--- config.mk ---
export PLATFORM = sky130hd
export DESIGN_NAME = svc_ctx_ctrl
export DESIGN_NICKNAME = d
export VERILOG_FILES = /design/src/rtl/svc_ctx_pkg.sv /design/src/rtl/svc_stat.sv /design/src/rtl/svc_ctx_stack.sv /design/src/rtl/svc_ctx_ctrl.sv
export SDC_FILE = /design/constraint.sdc
export NUM_CORES = 1
export LEC_CHECK = 0
export BUFFER_PORTS_ARGS = -buffer_cell sky130_fd_sc_hd__buf_2
export CAP_MARGIN = 10
export CORE_MARGIN = 2
export CORE_UTILIZATION = 30
export CTS_BUF_LIST = sky130_fd_sc_hd__clkbuf_4
export CTS_CLUSTER_DIAMETER = 100
export DETAILED_ROUTE_END_ITERATION = 6
export PLACE_DENSITY = 0.54
export SLEW_MARGIN = 10
export SYNTH_ARGS = -nofsm -noshare
export SYNTH_HDL_FRONTEND = slang
export SYNTH_SLANG_ARGS = --single-unit
--- constraint.sdc ---
create_clock -name clk -period 3.7 [get_ports clk]
set_clock_uncertainty 0.05 [all_clocks]
set_input_delay 0.185 -clock clk [delete_from_list [all_inputs] [get_ports clk]]
set_output_delay 0.185 -clock clk [all_outputs]
set_load 0.005 [all_outputs]
--- src/rtl/svc_ctx_pkg.sv ---
package svc_ctx_pkg;
    localparam int DW = 8;

    typedef enum logic [2:0] {
        A_CTX = 3'd0,
        A_VEC = 3'd1,
        A_DPS = 3'd2,
        A_DPE = 3'd3,
        A_CCS = 3'd4,
        A_CCE = 3'd5,
        A_EOS = 3'd6,
        A_STK = 3'd7
    } reg_addr_e;
endpackage

--- src/rtl/svc_stat.sv ---
module svc_stat #(
    parameter int W = 4
) (
    input  logic         clk,
    input  logic         rst_n,
    input  logic [W-1:0] evt,
    input  logic         clr_we,
    input  logic         en_we,
    input  logic [W-1:0] wdata,
    output logic [W-1:0] stat,
    output logic [W-1:0] en,
    output logic         pend
);
    typedef struct packed {
        logic [W-1:0] st;
        logic [W-1:0] en;
    } stat_t;

    stat_t d, q;

    always_comb begin
        d = q;
        if (clr_we) d.st = q.st & ~wdata;
        d.st = d.st | evt;
        if (en_we) d.en = wdata;
    end

    always_ff @(posedge clk or negedge rst_n) begin
        if (!rst_n) q <= '0;
        else        q <= d;
    end

    assign stat = q.st;
    assign en   = q.en;
    assign pend = |(q.st & q.en);

    p_evt_sets_r2: assert property (@(posedge clk) disable iff (!rst_n)
        (|evt) |=> ((stat & $past(evt)) == $past(evt)));

    p_w1c_clears_r2: assert property (@(posedge clk) disable iff (!rst_n)
        (clr_we && !(|evt)) |=> ((stat & $past(wdata)) == '0));
endmodule

--- src/rtl/svc_ctx_stack.sv ---
module svc_ctx_stack #(
    parameter int DEPTH = 2,
    parameter int W     = 2,
    localparam int CW   = $clog2(DEPTH + 1)
) (
    input  logic          clk,
    input  logic          rst_n,
    input  logic          push,
    input  logic          pop,
    input  logic [W-1:0]  push_val,
    output logic [W-1:0]  top_val,
    output logic [CW-1:0] depth,
    output logic          full,
    output logic          empty
);
    typedef struct packed {
        logic [DEPTH-1:0][W-1:0] mem;
        logic [CW-1:0]           cnt;
    } stk_t;

    stk_t d, q;

    assign full  = (q.cnt == CW'(DEPTH));
    assign empty = (q.cnt == '0);
    assign depth = q.cnt;

    always_comb begin
        top_val = '0;
        for (int i = 0; i < DEPTH; i++) begin
            if (CW'(i + 1) == q.cnt) top_val = q.mem[i];
        end
    end

    always_comb begin
        d = q;
        if (push) begin
            if (!full) begin
                for (int i = 0; i < DEPTH; i++) begin
                    if (CW'(i) == q.cnt) d.mem[i] = push_val;
                end
                d.cnt = q.cnt + 1'b1;
            end
        end else if (pop && !empty) begin
            d.cnt = q.cnt - 1'b1;
        end
    end

    always_ff @(posedge clk or negedge rst_n) begin
        if (!rst_n) q <= '0;
        else        q <= d;
    end

    p_depth_bound_r7: assert property (@(posedge clk) disable iff (!rst_n)
        depth <= CW'(DEPTH));

    p_empty_pop_r8: assert property (@(posedge clk) disable iff (!rst_n)
        (pop && !push && empty) |=> (depth == '0));

    p_full_push_r7: assert property (@(posedge clk) disable iff (!rst_n)
        (push && full) |=> $stable(q.mem));
endmodule

--- src/rtl/svc_ctx_ctrl.sv ---
module svc_ctx_ctrl
    import svc_ctx_pkg::*;
#(
    parameter int CH_W      = 2,
    parameter int DP_W      = 4,
    parameter int CC_W      = 4,
    parameter int STK_DEPTH = 2
) (
    input  logic            clk,
    input  logic            rst_n,
    input  logic            wr_en,
    input  logic            rd_en,
    input  logic [2:0]      addr,
    input  logic [7:0]      wdata,
    output logic [7:0]      rdata,
    input  logic            ack_n,
    input  logic [DP_W-1:0] dp_evt,
    input  logic [CC_W-1:0] cc_evt,
    output logic            svc_req,
    output logic [CH_W-1:0] ctx_chan
);
    localparam int CW = $clog2(STK_DEPTH + 1);

    typedef struct packed {
        logic [CH_W-1:0] ctx;
        logic [4:0]      vhi;
        logic            ovf;
        logic            ack_d;
    } top_t;

    top_t d, q;

    reg_addr_e       a;
    logic            ack, ack_start;
    logic            we_ctx, we_vec, we_eos, we_stk, pop_go;
    logic [DP_W-1:0] dp_stat, dp_en;
    logic [CC_W-1:0] cc_stat, cc_en;
    logic            dp_pend, cc_pend;
    logic [CH_W-1:0] stk_top;
    logic [CW-1:0]   depth;
    logic            stk_full, stk_empty;
    logic [7:0]      vec;

    assign a         = reg_addr_e'(addr);
    assign ack       = ~ack_n;
    assign ack_start = ack & ~q.ack_d;
    assign we_ctx    = wr_en && (a == A_CTX);
    assign we_vec    = wr_en && (a == A_VEC);
    assign we_eos    = wr_en && (a == A_EOS);
    assign we_stk    = wr_en && (a == A_STK);
    assign pop_go    = we_eos && !ack_start;

    svc_stat #(.W(DP_W)) u_dp_stat (
        .clk    (clk),
        .rst_n  (rst_n),
        .evt    (dp_evt),
        .clr_we (wr_en && (a == A_DPS)),
        .en_we  (wr_en && (a == A_DPE)),
        .wdata  (wdata[DP_W-1:0]),
        .stat   (dp_stat),
        .en     (dp_en),
        .pend   (dp_pend)
    );

    svc_stat #(.W(CC_W)) u_cc_stat (
        .clk    (clk),
        .rst_n  (rst_n),
        .evt    (cc_evt),
        .clr_we (wr_en && (a == A_CCS)),
        .en_we  (wr_en && (a == A_CCE)),
        .wdata  (wdata[CC_W-1:0]),
        .stat   (cc_stat),
        .en     (cc_en),
        .pend   (cc_pend)
    );

    svc_ctx_stack #(.DEPTH(STK_DEPTH), .W(CH_W)) u_stack (
        .clk      (clk),
        .rst_n    (rst_n),
        .push     (ack_start),
        .pop      (pop_go),
        .push_val (q.ctx),
        .top_val  (stk_top),
        .depth    (depth),
        .full     (stk_full),
        .empty    (stk_empty)
    );

    always_comb begin
        d       = q;
        d.ack_d = ack;
        if (we_vec) d.vhi = wdata[7:3];
        if (ack_start)                d.ctx = '0;
        else if (pop_go && !stk_empty) d.ctx = stk_top;
        else if (we_ctx)              d.ctx = wdata[CH_W-1:0];
        if (ack_start && stk_full)    d.ovf = 1'b1;
        else if (we_stk && wdata[7])  d.ovf = 1'b0;
    end

    always_ff @(posedge clk or negedge rst_n) begin
        if (!rst_n) q <= '0;
        else        q <= d;
    end

    assign vec      = {q.vhi, 1'b0, cc_pend, dp_pend};
    assign svc_req  = (dp_pend | cc_pend) && stk_empty;
    assign ctx_chan = q.ctx;

    always_comb begin
        rdata = '0;
        if (ack) begin
            rdata = vec;
        end else if (rd_en) begin
            case (a)
                A_CTX: rdata = DW'(q.ctx);
                A_VEC: rdata = vec;
                A_DPS: rdata = DW'(dp_stat);
                A_DPE: rdata = DW'(dp_en);
                A_CCS: rdata = DW'(cc_stat);
                A_CCE: rdata = DW'(cc_en);
                A_STK: begin
                    rdata[CW-1:0] = depth;
                    rdata[7]      = q.ovf;
                end
                default: rdata = '0;
            endcase
        end
    end

    p_ack_ctx0_r6: assert property (@(posedge clk) disable iff (!rst_n)
        (ack && !q.ack_d) |=> (ctx_chan == '0));

    p_one_push_r6: assert property (@(posedge clk) disable iff (!rst_n)
        (ack && q.ack_d && !we_eos) |=> $stable(depth));

    p_req_idle_r3: assert property (@(posedge clk) disable iff (!rst_n)
        svc_req |-> (depth == '0));

    p_ovf_sticky_r7: assert property (@(posedge clk) disable iff (!rst_n)
        (q.ovf && !(we_stk && wdata[7])) |=> q.ovf);

    p_eos_blocked_r9: assert property (@(posedge clk) disable iff (!rst_n)
        (ack_start && !stk_full) |=> (depth == $past(depth) + 1'b1));
endmodule

==> metrics.md, run 1 <==
| Metric | Value |
|---|---|
| Crit Path Max Fanout | 3 |
| Gp weighted congestion | roughly 0.74 |
| Initial DRC count | 59 |
| Final Hold Slack | slightly below 0.03 ns |
| Post-synth top area share | a little under half |
| Yosys warns | 0 |
| R2R Setup Slk | about 1.8 ns |
| Ant. Diodes | 0 |
| Cells after DPL | 259 |
| Layout Utilization | between 30% and 40% |
| P_leak | 0.944 nW |
| Worst path max stage delay | about 0.4 ns |
| Via Count | between 1,000 and 1,500 |
| # DRC | 0 |
| Most common cell after layout, fill and taps aside | buf_2 |
| Design area | 0.00208 mm² |
| Most frequent cells in the layout | buf_2 (34), dfrtp_1 (31), nand2_1 (26), mux2_2 (18), mux2i_1 (11) |
| CTS sink cnt | 31 |
| First-pass GRT wire length | between 6 and 7 mm |
| Length of the first detailed-routing pass in iterations | 4 |
| Period minus WS final | ~2.0 ns |
| Syn_nets | approximately 190 |
| Worst Path Buf+Inv | 1 |
| Synth area leaders | dfrtp_1 (45%), mux2_2 (12%), mux2i_1 (6.4%) |
| Die height | between 70 and 80 µm |
| Distinct cells, synth | 37 |
| Setup_tns | 0 ns |
| CTS max path bufs | 2 |
| Synth Instances | about 160 |
| WL per Instance | ~14 µm |
| Die ar. | between 0.006 and 0.007 mm² |
| Die width | around 79 µm |
| Top FF cell, synth | dfrtp_1 |
| Leading area contributor after synthesis | dfrtp_1 |
| Crit path cell chain | mux2_2 > a221oi_1 > nor2_1 > a22o_1 > buf_2 |
| Via density per instance | between 4 and 5 |
| Fraction of layout cells with a size suffix above 1 | between 20% and 30% |
| DP Wirelength | between 3 and 4 mm |
| Fmax | 508 MHz |
| Starting density of the core | a little under a third |
| HP Class | primary input to register |
| CTS Buf Count | 5 |
| Rel. slew slack | a little over half |
| Worst path arrival time | about 1.7 ns |
| Clk Latency, worst-skew pair | ~0.33 ns |
| Pin count of the biggest net entering global routing | 32 |
| Crit start category | register |
| Area growth, synth to finish | 21.7% |
| Post-synthesis sequential area ratio | a little under half |
| Initial antenna violation count | 0 |
| Logic pwr share | 28.5% |
| Top Family by Delay on Critical Path | compound AO/OA/AOI/OAI gates |
| Rows | 27 |
| IO Port Bufs | 34 |
| Slew Viols, Final | 0 |
| Crit. End Element | output port |
| Fillers | between 500 and 600 |
| Antenna Nets Post-Route | 0 |
| Tot GR Track Use | 14.2% |
| Worst-Margin Slew | a little over 0.7 ns |
| Total grt overflow | 0 |
| Final WL | 3.97 mm |
| Post-Place Cell Area | ~0.0019 mm² |
| Tcrit/Tclk final | 53.2% |
| Final Setup Violations | 0 |
| Int Power | around 0.70 mW |
| Worst EP required | 3.46 ns |
| Core ar. | approximately 0.0055 mm² |
| Max-Cap Viols | 0 |
| Status | finished, final reports clean |
| NumNets Final | 230 |
| Power Density | roughly 480 mW/mm² |
| FF+latch count, synth | 31 |
| H-tree lvl count | 2 |
| Non-Filler Instances | about 280 |
| Switching Fraction | a little over 30% |
| Kind of critical path | register to output port |
| Clock slew at reported path FFs | 0.10 ns |
| Part of the power in registers | 45.9% |
| Synth Cell Area | 0.00171 mm² |
| Post-synth EDFFs | 0 |
| Hold Vio Cnt, Final | 0 |
| # IOs | 35 |
| Mapped Avg Cell Area | 10.6 µm² |
| CTS tree | built |
| Worst VDD drop | between 0.15 and 0.2 mV |
| Net load switching power | a little over 0.3 mW |
| Asr flop ratio synth | between 90% and 100% |
| Root buf cell | clkbuf_4 |
| Slowest CP cell | dfrtp_1 |
| Number of global-route vias before repair | roughly 1,400 |
| RSZ-0062 raised after global routing | false |
| Clk pwr share | 25.6% |
==> final cells by class <==
| type | instances | area [µm²] | area share (%) |
|---|---|---|---|
| clock buffers | 5 | 37.5 | 1.80 |
| well taps | 72 | 90.1 | 4.33 |
| multi-input cells | 119 | 867 | 41.7 |
| inverters | 3 | 11.3 | 0.541 |
| clock inverters | 3 | 38.8 | 1.86 |
| repair buffers | 43 | 260 | 12.5 |
| flip-flops and latches | 31 | 776 | 37.3 |
==> worst register-to-register path, delay by kind of cell (launching register included) <==
kind,cells,cell delay [ns]
and+or+nand+nor,1,0.65
DFF,1,0.39
adders and majority gates,1,0.26
AOI/OAI and AO/OA,1,0.18
muxes,1,0.16
buffers and inverters,1,0.10
==> timing repair <==
item	CTS	global route
gates resized for setup	0	0
hold buffers	9	0
buffers inserted	0	0
endpoints found under the hold margin	39	0
==> path summary, 6_finish.rpt <==
check                                             start                           to  cells after the start
setup / recovery            u_cc_stat.stat[1]$_DFF_PN0_                     rdata[1]                      5
hold / removal                                 wdata[4]             q[3]$_DFFE_PN0P_                      2
setup reg to reg           u_stack.depth[0]$_DFFE_PN0P_      ctx_chan[0]$_DFFE_PN0P_                      5
hold reg to reg                        q[3]$_DFFE_PN0P_             q[3]$_DFFE_PN0P_                      1
max in group asynchronous                         rst_n  u_cc_stat.en[0]$_DFFE_PN0P_                      2
min in group asynchronous                         rst_n  u_dp_stat.en[0]$_DFFE_PN0P_                      2
==> cell usage after synthesis (all sizes together) (2+ instances only) <==
library cell and number:
nor3 3, nor2b 2, o22ai 3, dfrtp 31, a21o 9, and2 4
inv 3, o2bb2ai 2, a22o 3, mux2 18, o21ai 5, buf 8
nand2 26, nor2 5, nor3b 2, nand2b 3, mux2i 11, ha 3
o31ai 2, a22oi 4, nand3b 2
==> power by group through the flow <==
stage	registers, mW	logic [mW]	clock network (mW)
after floorplan	0.453	0.205	0
after global placement	0.466	0.279	0
after detailed placement	0.470	0.280	0
after CTS	0.463	0.289	0.267
after global routing	0.476	0.325	0.288
final	0.462	0.286	0.258
==> registers in the layout, summed over array words and instances, names as in the netlist <==
signal / count
u_dp_stat.stat: 4
u_stack.depth: 2
q: 7
ctx_chan: 2
u_cc_stat.en: 4
u_cc_stat.stat: 4
u_stack.q: 4
u_dp_stat.en: 4
==> cell families after synthesis <==
family                     count (synthesis)  share of synthesized area, %
AOI/OAI and AO/OA                         33                          14.1
xor gates and xnor gates                   1                         0.513
adders and majority gates                  3                          2.20
buffers and inverters                     12                          3.88
DFF                                       31                          45.4
muxes                                     29                          18.3
and+or+nand+nor                           53                          15.7
==> stage by stage <==
stage	power (mW)	setup slack, ns
2_1_floorplan	0.658	1.98
3_3_place_gp	0.745	1.82
3_5_place_dp	0.750	1.84
4_1_cts	1.02	1.72
5_1_grt	1.09	1.59
6_report	1.01	1.73
==> metal layers <==
layer,vias to the layer above,share of wire [%],GRT usage (%)
li1,660,-,-
met1,654,47,18.4
met2,24,47,22.4
met3,2,4.6,4.30
met4,0,0.86,5.17
met5,-,0,0
No activity file was read; power rests on OpenSTA's default activity.
==> run 2, diff against run 1 <==
--- a/config.mk
+++ b/config.mk
@@ -5,6 +5,7 @@
 export SDC_FILE = /design/constraint.sdc
 export NUM_CORES = 1
 export LEC_CHECK = 0
+export ABC_AREA = 1
 export BUFFER_PORTS_ARGS = -buffer_cell sky130_fd_sc_hd__buf_2
 export CAP_MARGIN = 10
 export CORE_MARGIN = 2
@@ -12,7 +13,7 @@
 export CTS_BUF_LIST = sky130_fd_sc_hd__clkbuf_4
 export CTS_CLUSTER_DIAMETER = 100
 export DETAILED_ROUTE_END_ITERATION = 6
-export PLACE_DENSITY = 0.54
+export PLACE_DENSITY = 0.56
 export SLEW_MARGIN = 10
 export SYNTH_ARGS = -nofsm -noshare
 export SYNTH_HDL_FRONTEND = slang
==> constraint.sdc (replaced) <==
create_clock -name clk -period 1.8 [get_ports clk]
set_clock_uncertainty 0.05 [all_clocks]
set_input_delay 0.09 -clock clk [delete_from_list [all_inputs] [get_ports clk]]
set_output_delay 0.09 -clock clk [all_outputs]
set_load 0.005 [all_outputs]
==> run 2 against run 1 <==
Effect of this change: register-to-register slack worse by 1.6 ns; combinational power is 110% higher; hold slack worse by 0.0073 ns; sequential share of layout area is 1.8 points lower; first-iteration DRC count is 120% higher; cell area is 4.9% higher; non-clock buffer count is 7 higher; global-route usage is 0.95 points higher; sequential power is 100% higher; critical path depth is 4 higher.
==> metrics.md, run 2 <==
| Metric | Value |
|---|---|
| Status | finished, final reports clean |
| Kind of critical path | register to output port |
| Top-count cell post-synth | nand2_1 |
| Via density per instance | about 4.4 |
| Synth cell count leaders | nand2_1 (77), dfrtp_1 (31), inv_1 (29), o21ai_0 (27), nor2_1 (22) |
| Hold Vio Cnt, Final | 0 |
| Fmax | ~620 MHz |
| Most common cell after layout, fill and taps aside | nand2_1 |
| Largest register FFs | 7 |
| IO Port Bufs | 34 |
| CTS sink cnt | 31 |
| Fraction of layout cells with a size suffix above 1 | a little under a fifth |
| Synth Cell Area | 0.00174 mm² |
| Final Hold Slack | 0.0218 ns |
| Die width | 80.1 µm |
| Max-Cap Viols | 0 |
| Leading area contributor after synthesis | dfrtp_1 |
| Slew Viols, Final | 0 |
| Slowest CP cell | dfrtp_1 |
| Final Setup Violations | 0 |
| CP dominant cell by count | nand2_1 |
| Pin count of the biggest net entering global routing | 32 |
| Worst path max stage delay | roughly 0.42 ns |
| XOR/XNOR Fraction of Synth Area | between 1 and 1.5% |
| NumNets Final | about 320 |
| Most frequent cells in the layout | nand2_1 (77), buf_2 (34), dfrtp_1 (31), inv_1 (29), o21ai_0 (27) |
| # IOs | 35 |
| Mapped Avg Cell Area | ~7.2 µm² |
| Root buf cell | clkbuf_4 |
| Largest Register | q |
| Die ar. | 0.00642 mm² |
| Post-synth EDFFs | 0 |
| Worst path arrival time | between 1 and 1.5 ns |
| Starting density of the core | a little under a third |
| Via Count | ~1,600 |
| Ant. Diodes | 0 |
| Clock slew at reported path FFs | 0.11 ns |
| Crit path cell chain | nand2_1 > nand2_1 > nor2_2 > nor2_1 > nor2_1 > nand2_1 > nand2_1 > nand2_1 > buf_2 |
| Synth area leaders | dfrtp_1 (45%), nand2_1 (17%), o21ai_0 (7.8%) |
| Fillers | around 610 |
| HP Class | primary input to register |
| Hold path startpoint | wdata[0] |
| Tcrit/Tclk final | around 90% |
| RSZ-0062 raised after global routing | false |
| Synth Area in Compound Gates | between 10% and 20% |
| P_leak | ~1.1 nW |
| Worst Path Buf+Inv | 1 |
| FF+latch count, synth | 31 |
| CTS max path bufs | 2 |
| # DRC | 0 |
| Die height | between 80 and 90 µm |
| Switching Fraction | between 30% and 40% |
| Crit start category | register |
| Synth Area in Simple Gates | between 30% and 40% |
| Rel. slew slack | 53.2% |
| CTS Buf Count | 5 |
| Power Density | ~890 mW/mm² |
| Power, Total | roughly 1.9 mW |
| Post-synthesis adder-cell area fraction | 2.16% |
| Setup bufs post-CTS | 0 |
| Net load switching power | between 0.7 and 0.8 mW |
| Multiplexer share of the synthesized area | 0% |
| Tot GR Track Use | about 15% |
| DP Wirelength | 3.22 mm |
| Distinct cells, synth | 26 |
| Length of the first detailed-routing pass in iterations | 4 |
| Critical path startpoint | u_dp_stat.en[2]$_DFFE_PN0P_ |
| Antenna Nets Post-Route | 0 |
| First-pass GRT wire length | ~7.5 mm |
| Crit. End Element | output port |
| Period minus WS final | between 1.5 and 2 ns |
| Gp weighted congestion | 0.816 |
| Asr flop ratio synth | between 90% and 100% |
| Yosys warns | 0 |
| Final WL | between 4 and 5 mm |
| Rows | 27 |
| Top Family by Delay on Critical Path | simple AND/OR/NAND/NOR gates |
| Clk pwr share | 21.6% |
| Int Power | about 1.2 mW |
| Initial DRC count | 132 |
| Logic pwr share | 30.3% |
| Clk Latency, worst-skew pair | approximately 0.35 ns |
| Syn_nets | between 200 and 300 |
| Setup_tns | 0 ns |
| Area growth, synth to finish | 25.5% |
| Total grt overflow | 0 |
| WL per Instance | 11.9 µm |
| Initial antenna violation count | 0 |
| Post-synth top area share | between 40% and 50% |
| Critical R2R Launch | u_stack.depth[0]$_DFFE_PN0P_ |
| H-tree lvl count | 2 |
| CTS tree | built |
| Top FF cell, synth | dfrtp_1 |
| Core ar. | 0.00554 mm² |
| Part of the power in registers | between 40% and 50% |
| Largest family of logic cells by synthesized area | simple AND/OR/NAND/NOR gates |
| Worst-Margin Slew | between 0.7 and 0.8 ns |
| Post-synthesis sequential area ratio | between 40% and 50% |
| Synth Instances | 240 |
| Worst EP required | around 1.7 ns |
| Number of global-route vias before repair | 1,566 |
| Worst VDD drop | 0.268 mV |
| Crit Path Max Fanout | 3 |
[run 2: repair_timing]
item	in CTS	in global routing
gates resized for setup	0	2
endpoints found under the hold margin	46	0
endpoints found under the setup margin	0	2
hold buffers	15	0
[run 2: cells by family (layout without fill, tap and decap cells)]
logic type               count (synthesis)  in the layout
buffers and inverters                   35             88
AND/OR/NAND/NOR                        133            133
AO/OA/AOI/OAI                           36             36
adder cells (fa/ha/maj)                  3              3
flip-flops                              31             31
XOR/XNOR                                 2              2
[run 2: power by group through the flow]
stage               sequential, mW  combinational (mW)  clock, mW
finish                       0.938               0.589      0.420
global route                 0.957               0.700      0.466
CTS                          0.938               0.592      0.434
detailed placement           0.952               0.559          0
global placement             0.948               0.560          0
floorplan                    0.923               0.405          0
[run 2: path summary, 6_finish.rpt]
path                       depth (start not counted)  slack, ns                     endpoint
max                                                9       0.18                     rdata[0]
min                                                5       0.02      ctx_chan[0]$_DFFE_PN0P_
max reg2reg                                       10       0.22      ctx_chan[1]$_DFFE_PN0P_
min reg2reg                                        2       0.45     u_stack.q[4]$_DFFE_PN0P_
max in group asynchronous                          2       0.98  u_cc_stat.en[1]$_DFFE_PN0P_
min in group asynchronous                          2       0.25     u_stack.q[3]$_DFFE_PN0P_
[run 2: through the flow]
stage	instances	worst slack [ns]	util [%]	area [µm²]
floorplan	240	0.412	-	1740
global placement	342	0.327	35.6	1970
detailed placement	342	0.292	35.6	1970
CTS	365	0.127	39.3	2180
global route	365	0.00191	39.4	2180
finish	365	0.184	39.4	2180
[run 2: layout make-up]
| cell class | instances | area, µm² | area share, % |
|---|---|---|---|
| multi-input cells | 174 | 820 | 37.5 |
| flip-flops and latches | 31 | 776 | 35.5 |
| repair buffers | 50 | 328 | 15.0 |
| inverters | 30 | 113 | 5.16 |
| well taps | 72 | 90.1 | 4.13 |
| clock buffers | 5 | 37.5 | 1.72 |
| clock inverters | 3 | 20.0 | 0.917 |
[run 2: routing by layer]
layer / up-vias / global-route usage [%] / wire length (µm)
li1: 866 / - / -
met1: 710 / 20.3 / 2090
met2: 30 / 23.7 / 1990
met3: 6 / 4.38 / 194
met4: 0 / 4.58 / 58
met5: - / 0 / 0
[run 2: worst reg2reg max path, delay by kind of cell, from the launching register on]
kind                       cells  cell delay (ns)
adders and majority gates      1             0.21
and+or+nand+nor                7             0.62
DFF                            1             0.43
buffers and inverters          2             0.17
==> run 3, diff against run 2 <==
--- a/config.mk
+++ b/config.mk
@@ -5,15 +5,15 @@
 export SDC_FILE = /design/constraint.sdc
 export NUM_CORES = 1
 export LEC_CHECK = 0
-export ABC_AREA = 1
-export BUFFER_PORTS_ARGS = -buffer_cell sky130_fd_sc_hd__buf_2
 export CAP_MARGIN = 10
 export CORE_MARGIN = 2
 export CORE_UTILIZATION = 30
 export CTS_BUF_LIST = sky130_fd_sc_hd__clkbuf_4
 export CTS_CLUSTER_DIAMETER = 100
 export DETAILED_ROUTE_END_ITERATION = 6
-export PLACE_DENSITY = 0.56
+export DONT_BUFFER_PORTS = 1
+export PLACE_DENSITY = 0.5
+export SETUP_SLACK_MARGIN = 0.1
 export SLEW_MARGIN = 10
 export SYNTH_ARGS = -nofsm -noshare
 export SYNTH_HDL_FRONTEND = slang
==> run 3 against run 2 <==
Effect of this change: routed wire length grew 1.8%; critical path depth shrank 5; hold slack gained 0.0028 ns; die area shrank 1.6%; cell area grew 0.29%; clock power shrank 2%; sequential power grew 0.7%; non-clock buffer count shrank 14; clock-buffer cell count grew 2; via count shrank 16%; flip-flop and latch count is the same; worst setup slack lost 0.050 ns.
==> metrics.md, run 3 (synthesis gave the netlist of run 1 again) <==
| Metric | Value |
|---|---|
| # IOs | 35 |
| Most frequent cells in the layout | dfrtp_1 (31), dlygate4sd3_1 (28), nand2_1 (26), mux2_2 (18), mux2i_1 (11) |
| Die height | just under 80 µm |
| IO Port Bufs | 0 |
| Ant. Diodes | 0 |
| Rows | 27 |
| Largest Register | q |
| Period minus WS final | around 1.7 ns |
| Largest register FFs | 7 |
| Tot GR Track Use | 15.3% |
| WL per Instance | 16.4 µm |
| Place WS | -0.0391 ns |
| Slew Viols, Final | 0 |
| Final Hold Slack | ~0.025 ns |
| # DRC | 0 |
| Cells after DPL | around 230 |
| Pin count of the biggest net entering global routing | 32 |
| Area growth, synth to finish | 28.1% |
| PnR worst setup slack | approximately 0.13 ns |
| HP Class | primary input to register |
| Post-Place Cell Area | between 0.0015 and 0.002 mm² |
| Worst EP required | between 1.5 and 2 ns |
| Via density per instance | just over 5 |
| Worst path arrival time | about 1.5 ns |
| CTS tree | built |
| Most common cell after layout, fill and taps aside | dfrtp_1 |
| GR Util met3 | 4.19% |
| Clk Latency, worst-skew pair | around 0.33 ns |
| Tcrit/Tclk final | a little over 90% |
| Hold Vio Cnt, Final | 0 |
| Layout Utilization | around two fifths |
| Worst VDD drop | approximately 0.48 mV |
| CTS Buf Count | 5 |
| P_leak | 0.897 nW |
| Root buf cell | clkbuf_4 |
| Max-Cap Viols | 0 |
| Die ar. | 0.00632 mm² |
| Starting density of the core | between 30 and 40% |
| Antenna Nets Post-Route | 0 |
| Kind of critical path | register to output port |
| R2R Setup Slk | 0.16 ns |
| M2 GR Usage | a little under a quarter |
| Final Setup Violations | 0 |
| DP Wirelength | 3.10 mm |
| Setup_tns | 0 ns |
| Power Density | about 900 mW/mm² |
| Power, Total | 2.03 mW |
| Total grt overflow | 0 |
| Number of global-route vias before repair | around 1,400 |
| Non-Filler Instances | between 200 and 300 |
| Die width | 79.5 µm |
| Initial DRC count | 80 |
| Fmax | roughly 600 MHz |
| Final WL | 4.41 mm |
| Rel. slew slack | 58.0% |
| Status | finished, final reports clean |
| Gp weighted congestion | 0.847 |
| Design area | 0.00219 mm² |
| NumNets Final | around 220 |
| Crit Path Max Fanout | 2 |
| Worst-Margin Slew | approximately 0.63 ns |
| Length of the first detailed-routing pass in iterations | 4 |
| H-tree lvl count | 2 |
| CTS max path bufs | 2 |
| CTS sink cnt | 31 |
| Clock slew at reported path FFs | approximately 0.10 ns |
| First-pass GRT wire length | 7.33 mm |
| Crit. End Element | output port |
| GRT met1 Usage | around a fifth |
| Initial antenna violation count | 0 |
| Fraction of layout cells with a size suffix above 1 | 21.8% |
| RSZ-0062 raised after global routing | true |
| Via Count | around 1,400 |
| GR peak layer | met2 |
| Crit start category | register |
| Core ar. | 0.00551 mm² |
run 3: path summary, 6_finish.rpt:
| path | end | startpoint | cells after the start |
|---|---|---|---|
| max in group asynchronous | u_dp_stat.stat[3]$_DFF_PN0_ | rst_n | 2 |
| max | rdata[1] | u_cc_stat.stat[1]$_DFF_PN0_ | 4 |
| min | ctx_chan[0]$_DFFE_PN0P_ | addr[0] | 4 |
| max reg2reg | u_stack.depth[1]$_DFFE_PN0P_ | u_stack.depth[1]$_DFFE_PN0P_ | 6 |
| min in group asynchronous | u_stack.q[4]$_DFFE_PN0P_ | rst_n | 2 |
| min reg2reg | q[3]$_DFFE_PN0P_ | q[3]$_DFFE_PN0P_ | 1 |
run 3: repair_timing:
action                                  in CTS  in global routing
buffers inserted                             4                  0
hold endpoints to repair                    57                  0
endpoints found under the setup margin       9                  9
hold buffers                                29                  0
pin swaps                                    4                  1
gates resized for setup                      3                  6
run 3: layer usage:
metal  wire (µm)  vias up  share of wire (%)
li1            -      647                  -
met1        2040      661                 46
met2        2040       36                 46
met3         225       10                5.1
met4         108        0                2.4
met5           0        -                  0
run 3: power breakdown:
group | switching, mW | internal (mW)
clock | 0.230 | 0.182
sequential | 0.0958 | 0.849
combinational | 0.304 | 0.368
run 3: critical path: stages, from the launching register on:
cell and delay [ns]:
dfrtp_1 0.39, mux2_2 0.28, a221oi_2 0.25, nor2_1 0.06, a22o_1 0.22
run 3: cell type report:
| type | instances | area (µm²) |
|---|---|---|
| clock buffer | 7 | 52.6 |
| clock inverter | 1 | 5.00 |
| fill | 552 | 3320 |
| inverter | 3 | 11.3 |
| multi-input combinational | 119 | 902 |
| sequential | 31 | 776 |
| tap | 72 | 90.1 |
| timing repair buffer | 36 | 353 |
